File: src/rtl/cal_pkg.sv
// Shared types for the calibration sequencer.
// Assumes nothing beyond SystemVerilog enum support.
package cal_pkg;
    typedef enum logic [2:0] {
        ST_IDLE = 3'd0,
        ST_OFFS = 3'd1,
        ST_GAIN = 3'd2,
        ST_DIV  = 3'd3,
        ST_POST = 3'd4
    } cal_state_t;

    localparam logic [1:0] MUX_PINS  = 2'b00;
    localparam logic [1:0] MUX_SHORT = 2'b01;
    localparam logic [1:0] MUX_REF   = 2'b10;
endpackage

File: src/rtl/cal_acc.sv
// Eight-sample accumulator with an averaged view that includes the
// sample currently presented. Assumes the caller clears it before a window.
module cal_acc #(
    parameter int XW = 18
) (
    input  logic                 clk,
    input  logic                 rst_n,
    input  logic                 clr,
    input  logic                 add,
    input  logic signed [XW-1:0] din,
    output logic signed [XW-1:0] avg_o
);
    localparam int SW = XW + 3;

    logic signed [SW-1:0] sum;
    logic signed [SW-1:0] tot;

    // Running total plus the present sample, divided by eight (floor).
    always_comb begin
        tot   = sum + {{(SW-XW){din[XW-1]}}, din};
        avg_o = tot[XW+2:3];
    end

    // Accumulate the window; clear has priority.
    always_ff @(posedge clk) begin
        if (!rst_n)      sum <= '0;
        else if (clr)    sum <= '0;
        else if (add)    sum <= tot;
    end
endmodule

File: src/rtl/cal_div.sv
// Restoring divider, one quotient bit per clock, result saturated to QOW bits.
// Assumes start is only pulsed while not running; divisor 0 yields all ones.
module cal_div #(
    parameter int NW  = 31,
    parameter int DVW = 17,
    parameter int QOW = 16
) (
    input  logic           clk,
    input  logic           rst_n,
    input  logic           start,
    input  logic [NW-1:0]  dividend,
    input  logic [DVW-1:0] divisor,
    output logic           done,
    output logic [QOW-1:0] quo_sat
);
    localparam int CW = $clog2(NW);

    logic           run;
    logic [CW-1:0]  cnt;
    logic [DVW-1:0] rem;
    logic [DVW-1:0] d;
    logic [NW-1:0]  n;
    logic [NW-1:0]  q;
    logic [DVW:0]   trial;
    logic [DVW:0]   diff;
    logic           ge;
    logic [NW-1:0]  q_nx;

    // One restoring step on dividend bit cnt.
    always_comb begin
        trial     = {rem, n[cnt]};
        ge        = trial >= {1'b0, d};
        diff      = trial - {1'b0, d};
        q_nx      = q;
        q_nx[cnt] = ge;
    end

    assign done    = run && (cnt == '0);
    assign quo_sat = (|q_nx[NW-1:QOW]) ? {QOW{1'b1}} : q_nx[QOW-1:0];

    // Iteration registers.
    always_ff @(posedge clk) begin
        if (!rst_n) begin
            run <= 1'b0;
            cnt <= '0;
            rem <= '0;
            d   <= '0;
            n   <= '0;
            q   <= '0;
        end else if (start) begin
            run <= 1'b1;
            cnt <= CW'(NW - 1);
            rem <= '0;
            d   <= divisor;
            n   <= dividend;
            q   <= '0;
        end else if (run) begin
            rem <= ge ? diff[DVW-1:0] : trial[DVW-1:0];
            q   <= q_nx;
            if (cnt == '0) run <= 1'b0;
            else           cnt <= cnt - 1'b1;
        end
    end
endmodule

File: src/rtl/cal_corr.sv
// Combinational correction: (x - offset) * gain / 2^FRAC, clipped to range.
// Assumes offset and gain come from committed registers; apply=0 bypasses.
module cal_corr #(
    parameter int DW   = 16,
    parameter int FRAC = 15
) (
    input  logic                 bip,
    input  logic                 apply,
    input  logic [DW-1:0]        raw,
    input  logic signed [DW+1:0] offs,
    input  logic [FRAC:0]        gain,
    output logic [DW-1:0]        res
);
    localparam int XW = DW + 2;
    localparam int PW = XW + FRAC + 2;
    localparam int RW = XW + 2;
    localparam logic signed [RW-1:0] U_HI = RW'((2**DW) - 1);
    localparam logic signed [RW-1:0] B_HI = RW'((2**(DW-1)) - 1);
    localparam logic signed [RW-1:0] B_LO = ~B_HI;

    logic signed [XW-1:0] x;
    logic signed [XW-1:0] diff;
    logic signed [PW-1:0] prod;
    logic signed [PW-1:0] shf;
    logic signed [RW-1:0] val;

    // Extend, subtract, scale, then clip.
    always_comb begin
        x    = bip ? {{2{raw[DW-1]}}, raw} : {2'b00, raw};
        diff = x - offs;
        prod = PW'(diff) * $signed({1'b0, gain});
        shf  = prod >>> FRAC;
        val  = apply ? shf[RW-1:0] : {{2{x[XW-1]}}, x};
        if (bip) begin
            if (val > B_HI)      res = B_HI[DW-1:0];
            else if (val < B_LO) res = B_LO[DW-1:0];
            else                 res = val[DW-1:0];
        end else begin
            if (val > U_HI)      res = U_HI[DW-1:0];
            else if (val < 0)    res = '0;
            else                 res = val[DW-1:0];
        end
    end
endmodule

File: src/rtl/cal_seq.sv
// Offset/gain calibration sequencer between decimation filter and output.
// Assumes one filter strobe per result; coefficients reset to zero and are
// applied only after a completed calibration in the matching input range.
module cal_seq
    import cal_pkg::*;
#(
    parameter int DW         = 16,
    parameter int FRAC       = 15,
    parameter int SETTLE_UNI = 16,
    parameter int SETTLE_BI  = 24
) (
    input  logic          clk,
    input  logic          rst_n,
    input  logic          cal_start,
    input  logic          bipolar,
    input  logic          sync_in,
    input  logic          standby,
    input  logic          smp_valid,
    input  logic [DW-1:0] smp_data,
    output logic [1:0]    mux_sel,
    output logic          busy,
    output logic          out_valid,
    output logic [DW-1:0] out_data
);
    localparam int XW   = DW + 2;
    localparam int GW   = FRAC + 1;
    localparam int NW   = DW + FRAC;
    localparam int DVW  = DW + 1;
    localparam int SMAX = (SETTLE_BI > SETTLE_UNI) ? SETTLE_BI : SETTLE_UNI;
    localparam int KW   = $clog2(SMAX + 9);
    localparam logic [NW-1:0] N_UNI = {{DW{1'b1}}, {FRAC{1'b0}}};
    localparam logic [NW-1:0] N_BI  = {1'b0, {(DW-1){1'b1}}, {FRAC{1'b0}}};

    cal_state_t           st;
    logic [KW-1:0]        k;
    logic                 lmode;
    logic                 sync_q;
    logic signed [XW-1:0] off_t;
    logic [GW-1:0]        gain_t;
    logic signed [XW-1:0] off_r;
    logic [GW-1:0]        gain_r;
    logic                 cal_vld;
    logic                 cal_mode;

    logic                 rise;
    logic                 abort;
    logic [KW-1:0]        settle;
    logic                 win;
    logic                 last;
    logic                 in_avg;
    logic signed [XW-1:0] x_cal;
    logic signed [XW-1:0] avg;
    logic signed [XW-1:0] span;
    logic [DVW-1:0]       divisor;
    logic                 div_go;
    logic                 div_done;
    logic [GW-1:0]        div_q;
    logic [DW-1:0]        corr_res;
    logic                 take_out;

    // Control decode for the current cycle.
    always_comb begin
        rise     = sync_in & ~sync_q;
        abort    = (st != ST_IDLE) && (standby || rise);
        settle   = lmode ? KW'(SETTLE_BI) : KW'(SETTLE_UNI);
        win      = k >= settle;
        last     = k == (settle + KW'(7));
        in_avg   = (st == ST_OFFS) || (st == ST_GAIN);
        x_cal    = lmode ? {{2{smp_data[DW-1]}}, smp_data} : {2'b00, smp_data};
        span     = avg - off_t;
        divisor  = (span > 0) ? span[DVW-1:0] : '0;
        div_go   = (st == ST_GAIN) && smp_valid && last && !abort;
        take_out = (st == ST_IDLE) && smp_valid && !standby;
    end

    // Phase-to-mux mapping.
    always_comb begin
        unique case (st)
            ST_OFFS: mux_sel = MUX_SHORT;
            ST_GAIN: mux_sel = MUX_REF;
            default: mux_sel = MUX_PINS;
        endcase
    end

    assign busy = (st != ST_IDLE);

    cal_acc #(.XW(XW)) u_acc (
        .clk   (clk),
        .rst_n (rst_n),
        .clr   ((st == ST_IDLE) || abort || (in_avg && smp_valid && last)),
        .add   (in_avg && smp_valid && win),
        .din   (x_cal),
        .avg_o (avg)
    );

    cal_div #(.NW(NW), .DVW(DVW), .QOW(GW)) u_div (
        .clk      (clk),
        .rst_n    (rst_n),
        .start    (div_go),
        .dividend (lmode ? N_BI : N_UNI),
        .divisor  (divisor),
        .done     (div_done),
        .quo_sat  (div_q)
    );

    cal_corr #(.DW(DW), .FRAC(FRAC)) u_corr (
        .bip   (bipolar),
        .apply (cal_vld && (cal_mode == bipolar)),
        .raw   (smp_data),
        .offs  (off_r),
        .gain  (gain_r),
        .res   (corr_res)
    );

    // Output register: corrected results only while idle and awake.
    always_ff @(posedge clk) begin
        if (!rst_n) begin
            out_valid <= 1'b0;
            out_data  <= '0;
        end else begin
            out_valid <= take_out;
            if (take_out) out_data <= corr_res;
        end
    end

    // Calibration sequence and coefficient commit.
    always_ff @(posedge clk) begin
        if (!rst_n) begin
            st       <= ST_IDLE;
            k        <= '0;
            lmode    <= 1'b0;
            sync_q   <= 1'b0;
            off_t    <= '0;
            gain_t   <= '0;
            off_r    <= '0;
            gain_r   <= '0;
            cal_vld  <= 1'b0;
            cal_mode <= 1'b0;
        end else begin
            sync_q <= sync_in;
            if (abort) begin
                st <= ST_IDLE;
            end else begin
                unique case (st)
                    ST_IDLE: if (cal_start && !standby) begin
                        st    <= ST_OFFS;
                        k     <= '0;
                        lmode <= bipolar;
                    end
                    ST_OFFS: if (smp_valid) begin
                        if (last) begin
                            off_t <= avg;
                            k     <= '0;
                            st    <= ST_GAIN;
                        end else begin
                            k <= k + 1'b1;
                        end
                    end
                    ST_GAIN: if (smp_valid) begin
                        if (last) st <= ST_DIV;
                        else      k  <= k + 1'b1;
                    end
                    ST_DIV: if (div_done) begin
                        gain_t <= div_q;
                        k      <= '0;
                        st     <= ST_POST;
                    end
                    ST_POST: if (smp_valid) begin
                        if (k == settle - 1'b1) begin
                            off_r    <= off_t;
                            gain_r   <= gain_t;
                            cal_mode <= lmode;
                            cal_vld  <= 1'b1;
                            st       <= ST_IDLE;
                        end else begin
                            k <= k + 1'b1;
                        end
                    end
                    default: st <= ST_IDLE;
                endcase
            end
        end
    end
endmodule

File: config.mk
export PLATFORM = sky130hd
export DESIGN_NAME = cal_seq
export DESIGN_NICKNAME = d
export VERILOG_FILES = /design/src/rtl/cal_pkg.sv /design/src/rtl/cal_acc.sv /design/src/rtl/cal_div.sv /design/src/rtl/cal_corr.sv /design/src/rtl/cal_seq.sv
export SDC_FILE = /design/constraint.sdc
export NUM_CORES = 1
export LEC_CHECK = 0
export BUFFER_PORTS_ARGS = -buffer_cell sky130_fd_sc_hd__clkbuf_2
export CAP_MARGIN = 20
export CORE_MARGIN = 2
export CORE_UTILIZATION = 35
export CTS_CLUSTER_DIAMETER = 150
export DETAILED_ROUTE_END_ITERATION = 8
export MAX_ROUTING_LAYER = met4
export SYNTH_ARGS = -nofsm -noshare
export SYNTH_HDL_FRONTEND = slang
export SYNTH_SLANG_ARGS = --single-unit
File: constraint.sdc
create_clock -name clk -period 13.3 [get_ports clk]
set_input_delay 3.325 -clock clk [delete_from_list [all_inputs] [get_ports clk]]
set_output_delay 3.325 -clock clk [all_outputs]
set_load 0.05 [all_outputs]
Word-level counts from Yosys, hierarchy flattened:

Index checks and enable logic that the tools add are counted.

* add/sub/neg operators: 8
* multiply operators: 1
* order comparisons: 9
* equal/unequal tests: 18
* muxes and demuxes: 43
* bitwise operators: 5
* reductions and logical operators: 36

Operator list (count)
* 2-to-1 mux 16 bit: 6
* 2-to-1 mux 6 bit: 8
* 2-to-1 mux 18 bit: 2
* subtractor 18 bit: 2
* multiplier 18 x 17 -> 35 bit: 1
* 2-to-1 mux 17 bit: 2
* bitwise mux 31 bit: 1
* 2-to-1 mux 31 bit: 1
* case mux 6 bit (5 select lines): 1
* 2-to-1 mux 3 bit: 8
* adder 21 bit: 1
* > comparator 20 x 16 -> 1 bit, second input constant: 1
* > comparator 20 x 17 -> 1 bit, second input constant: 1
* less-than comparator 20 x 1 -> 1 bit, second input constant: 1
* less-than comparator 20 x 16 -> 1 bit, second input constant: 1
* 2-to-1 mux 20 bit: 1
* inequality test 2 bit, second input constant: 10
* greater-or-equal comparator 18 x 17 -> 1 bit: 1
* > comparator 18 x 1 -> 1 bit, second input constant: 1
* subtractor 17 bit: 1
* 2-to-1 mux 5 bit: 3
* case mux 3 bit (5 select lines): 1
* OR reduction 15 bit: 1
* logical AND 1 bit: 13
* 33 further kinds: 51

* flip-flop bits (word level): 221
* bits of input ports: 23
* output and inout port bits: 20
* word-level logic and storage cells: 140

Depth between registers and ports, before layout:

* depth after elaboration: 8
* depth in mapped cells: 38
* gate-level depth less buffers: 35

Modules after synthesis:

From an unflattened synthesis, not the netlist that was laid out.

* cell total of the unflattened synthesis: 2979
* area total of the unflattened synthesis: 25380.6 µm²

Modules (own cells, without submodules)
* cal_corr: instances 1, cells an instance 1398, area an instance 12174.2 µm², sequential area each 0.0 µm²
* cal_div: instances 1, cells an instance 719, area an instance 6055.8 µm², sequential area each 2042.0 µm²
* cal_seq: instances 1, cells an instance 605, area an instance 5102.4 µm², sequential area each 1961.9 µm²
* cal_acc: instances 1, cells an instance 257, area an instance 2048.2 µm², sequential area each 420.4 µm²

Least setup slack after synthesis:

No wires, ideal clock.

* kind: input to register
* start: input port smp_data[0]
* end: register out_data[3]
* setup time: 0.079 ns
* arrival time: 11.635 ns
* required time: 13.221 ns
* path slack: 1.586 ns
* cell stages on the path: 35
* buffers on the path: 3
* cells stage by stage: inv_1 > ha_1 > inv_1 > fa_1 > a21o_1 > a21oi_1 > nor2b_1 > o21ai_0 > a21oi_1 > a311oi_1 > nor2_1 > o311ai_1 > clkbuf_1 > nand2_1 > fa_1 > inv_1 > fa_1 > fa_1 > fa_1 > fa_1 > inv_1 > fa_1 > inv_1 > ha_1 > clkbuf_1 > nand3_1 > nor3b_1 > o311ai_1 > and4b_1 > a2111o_1 > o2111ai_1 > o21ai_0 > a311o_1 > buf_2 > o211ai_1

* word-level cells in the longest chain between the ends: 8
* elaborated cells on any way between the ends: 13
* those cells by class: add/sub: 1; mul: 1; order compare: 4; mux: 7

RTL lines
* from (decl): line cal_seq.sv:19 `input logic [DW-1:0] smp_data,`
* 2-to-1 mux 18 bit *: line cal_corr.sv:29 `x = bip ? {{2{raw[DW-1]}}, raw} : {2'b00, raw};`
* subtractor 18 bit: line cal_corr.sv:30 `diff = x - offs;`
* multiplier 18 x 17 -> 35 bit: line cal_corr.sv:31 `prod = PW'(diff) * $signed({1'b0, gain});`
* 2-to-1 mux 20 bit *: line cal_corr.sv:33 `val = apply ? shf[RW-1:0] : {{2{x[XW-1]}}, x};`
* less-than comparator 20 x 1 -> 1 bit or less-than comparator 20 x 16 -> 1 bit (tied branches): line cal_corr.sv:40, cal_corr.sv:36
* 2-to-1 mux 16 bit, on equally long branches: line cal_corr.sv:40, cal_corr.sv:36
* 2-to-1 mux 16 bit, on equally long branches: line cal_corr.sv:39, cal_corr.sv:35
* 2-to-1 mux 16 bit *: line cal_corr.sv:34 `if (bip) begin`
* to (signal assigned): line cal_seq.sv:122 `if (take_out) out_data <= corr_res;`
* to (decl): line cal_seq.sv:23 `output logic [DW-1:0] out_data`

Mark *: on every way between the ends. The rest lies on a longest branch, timed or not.
A chain may end at the register's enable or synchronous reset.

Worst setup path after layout:

* start: input port smp_data[0]
* end: register out_data[5]

The elaborated chain is that of the path after synthesis.

==> flow_summary.json <==
{
  "tritoncts": "done",
  "cts_buffer_depth": 2,
  "syn_area_per_cell_um2": 8.13,
  "grt_max_degree": 91,
  "antenna_found_initial": 0,
  "cts.repair.resized": 0,
  "detail-route-antenna-nets": 0,
  "synth_ff_type": "dfxtp_1",
  "synthAdderAreaFrac_pct": 33.8,
  "synthXorXnorAreaFrac_pct": 3.47,
  "end_kind": "flip-flop",
  "io_buffers": 42,
  "cts_num_sinks": 191,
  "syn-cell-area_um2": 23400,
  "yosysSeqAreaShare_pct": 16.4,
  "slowest_stage": "o311ai_2",
  "synth_top_area_cell": "fa_1",
  "vias": 19300,
  "fin_cells": 3700,
  "criticalPathCategory": "input port to flip-flop",
  "rsz0062_at_grt": "no",
  "fin_crit_ps": 12200,
  "dp_cells": 3666,
  "grt_pass1_vias": 19300,
  "gp_congestion": 0.906,
  "fp.dieH_um": 262,
  "fill_cells": 6789,
  "insertion_delay_ps": 460,
  "wl_per_cell_um": 17.2,
  "drive_above_1_share_pct": 6.14,
  "cp-start-kind": "input port",
  "seq_area_um2": 3820,
  "clock.fmax_mhz": 81.9,
  "multi_input_area_um2": 17300,
  "cp_common_cell": "fa_1",
  "grt-ovfl-total": 0,
  "power_density_nw_per_um2": 52.6,
  "synth_top_area_share_pct": 24.7,
  "drtIter0Drc": 1308,
  "synth_mux_area_share_pct": 0.434,
  "path_clk_slew_ps": 90,
  "post-dp-hpwl_um": 49200,
  "io-pin-count": 43,
  "rows": 94,
  "root_buffer": "clkbuf_16",
  "cts_hold_buf": 0,
  "synth-edff-count": 0,
  "worst_slew_pin_slew_ps": 1110,
  "fin_setup_tns_ps": 0,
  "finish.utilization_pct": 38.0,
  "grt_pass1_wl_um": 106000,
  "via_per_inst": 5.21,
  "critPathLaunch": "smp_data[0]",
  "async_flop_share_pct": 0,
  "reg2reg_slack_ps": 3710,
  "required_ps": 13610,
  "synthTopCellsByArea": "fa_1 (25%), dfxtp_1 (16%), ha_1 (9.0%)",
  "synth_nets": 3354,
  "p_leak_nw": 11.0,
  "core_area_um2": 66000,
  "reg2reg_from": "off_r[0]$_SDFFE_PN0P_",
  "grt_usage_pct": 19.6,
  "synthCells": 2875,
  "drt-total-wl_um": 63800,
  "crit_fanout": 9,
  "first_pass_iters": 5,
  "timing.final.hold_violations": 0,
  "ys_ff_latch": 191,
  "synth-compound-area-share_pct": 15.7,
  "cap_viol_max_count": 0,
  "nets": 3301,
  "cts_buffers": 17,
  "synthSimpleGateAreaFrac_pct": 20.3,
  "postCtsSetupBuffers": 0,
  "start_util_pct": 35.4,
  "htreeDepth": 4,
  "die-width_um": 262,
  "holdCritPathClass": "flip-flop to flip-flop",
  "synthDistinctLibCells": 88,
  "ir_drop_v": 0.0000661,
  "die_area_um2": 68900,
  "maxSlewViolCount": 0,
  "synth_top_family_by_area": "adder cells",
  "yosysWarnings": 0,
  "status": "finished clean",
  "setup_viol": 0,
  "slew-limit-headroom_pct": 25.9,
  "period_share_pct": 91.8,
  "clock_skew_ps": 19.3,
  "min-delay-start": "u_acc.sum[16]$_SDFFE_PP0P_",
  "route.detailed.drc": 0,
  "crit_arrival_ps": 12510,
  "cpPeakStageDelay_ps": 670,
  "syn_to_final_growth_pct": 7.40
}
==> kinds of logic (layout without fill, tap and decap cells) <==
group	Yosys count	in the layout
AO/OA/AOI/OAI	530	530
XOR/XNOR	91	91
adder cells (fa/ha/maj)	460	460
buffers and inverters	615	575
flip-flops	191	191
multiplexers	10	10
other	0	1
AND/OR/NAND/NOR	978	978
==> power by group <==
part | internal, mW | leakage [nW] | switching [mW]
Sequential | 0.577 | 1.54 | 0.00507
Combinational | 0.0555 | 9.13 | 0.141
Clock | 0.280 | 0.301 | 0.263
Total | 0.912 | 11.0 | 0.409
==> area by class of cell <==
cell class	count	area share, %
Clock buffer	19	1.80
Inverter	451	6.74
Tap cell	864	4.31
Timing Repair Buffer	92	2.43
Antenna cell	1	0.00997
Clock inverter	13	0.668
Sequential cell	191	15.2
Multi-Input combinational cell	2069	68.8
==> layout by cell type, fill, tap and decap left out, types with 42 or more instances in the layout <==
| master | n |
|---|---|
| nor3_1 | 46 |
| inv_1 | 451 |
| o21ai_0 | 65 |
| and2_1 | 110 |
| xnor2_1 | 60 |
| nand3_1 | 99 |
| ha_1 | 168 |
| nor2_1 | 149 |
| fa_1 | 288 |
| a21boi_0 | 58 |
| dfxtp_1 | 190 |
| clkbuf_2 | 42 |
| buf_4 | 47 |
| a21oi_1 | 144 |
| nand2_1 | 389 |
==> cell usage after synthesis (17+ instances only) <==
library cell  count
a211oi_1         36
a21boi_0         58
a21o_1           29
a21oi_1         144
a22o_1           19
a31oi_1          36
and2_1          110
clkbuf_1        147
dfxtp_1         191
fa_1            288
ha_1            168
inv_1           451
nand2_1         390
nand2b_1         17
nand3_1          99
nand4_1          25
nor2_1          150
nor2b_1          25
nor3_1           47
o211ai_1         32
o21ai_0          65
or3_1            23
xnor2_1          62
xor2_1           28
==> critical path, delay by kind of cell <==
kind | cells | cell delay [ps]
compound gates | 13 | 3450
fa+ha+maj | 9 | 4030
buf+inv | 8 | 940
simple gates | 5 | 760
==> flip-flops by register name, indices dropped and copies added, names as in the netlist, 2 cells and up <==
name       cells
gain_t        16
off_r         18
u_div.rem     17
u_acc.sum     21
k              6
u_div.n        2
out_data      16
gain_r        16
u_div.cnt      5
off_t         18
u_div.q       30
st             3
u_div.d       17
==> final timing paths <==
| kind | depth (start not counted) | end |
|---|---|---|
| worst max-delay path | 35 | out_data[5]$_SDFFE_PN0P_ |
| worst max register to register | 33 | out_data[5]$_SDFFE_PN0P_ |
| worst min-delay path | 2 | u_acc.sum[16]$_SDFFE_PP0P_ |
| worst min register to register | 2 | u_acc.sum[16]$_SDFFE_PP0P_ |
==> metrics by stage <==
step	total power [mW]	instance area (µm²)	setup slack, ps	hold slack (ps)
after floorplan	0.718	23400	1590	436
after global placement	0.788	24400	579	451
after detailed placement	0.789	24500	668	453
after CTS	1.33	25100	1130	462
after global routing	1.37	25100	485	479
final	1.32	25100	1100	461
==> layer usage <==
metal	vias up	global-route usage [%]	wire length, µm
met1	9425	26.2	29500
met5	-	-	0
li1	9334	-	-
met3	72	1.49	2460
met4	0	4.99	1280
met2	441	32.3	30500
Power figures use the tool's default switching activity.
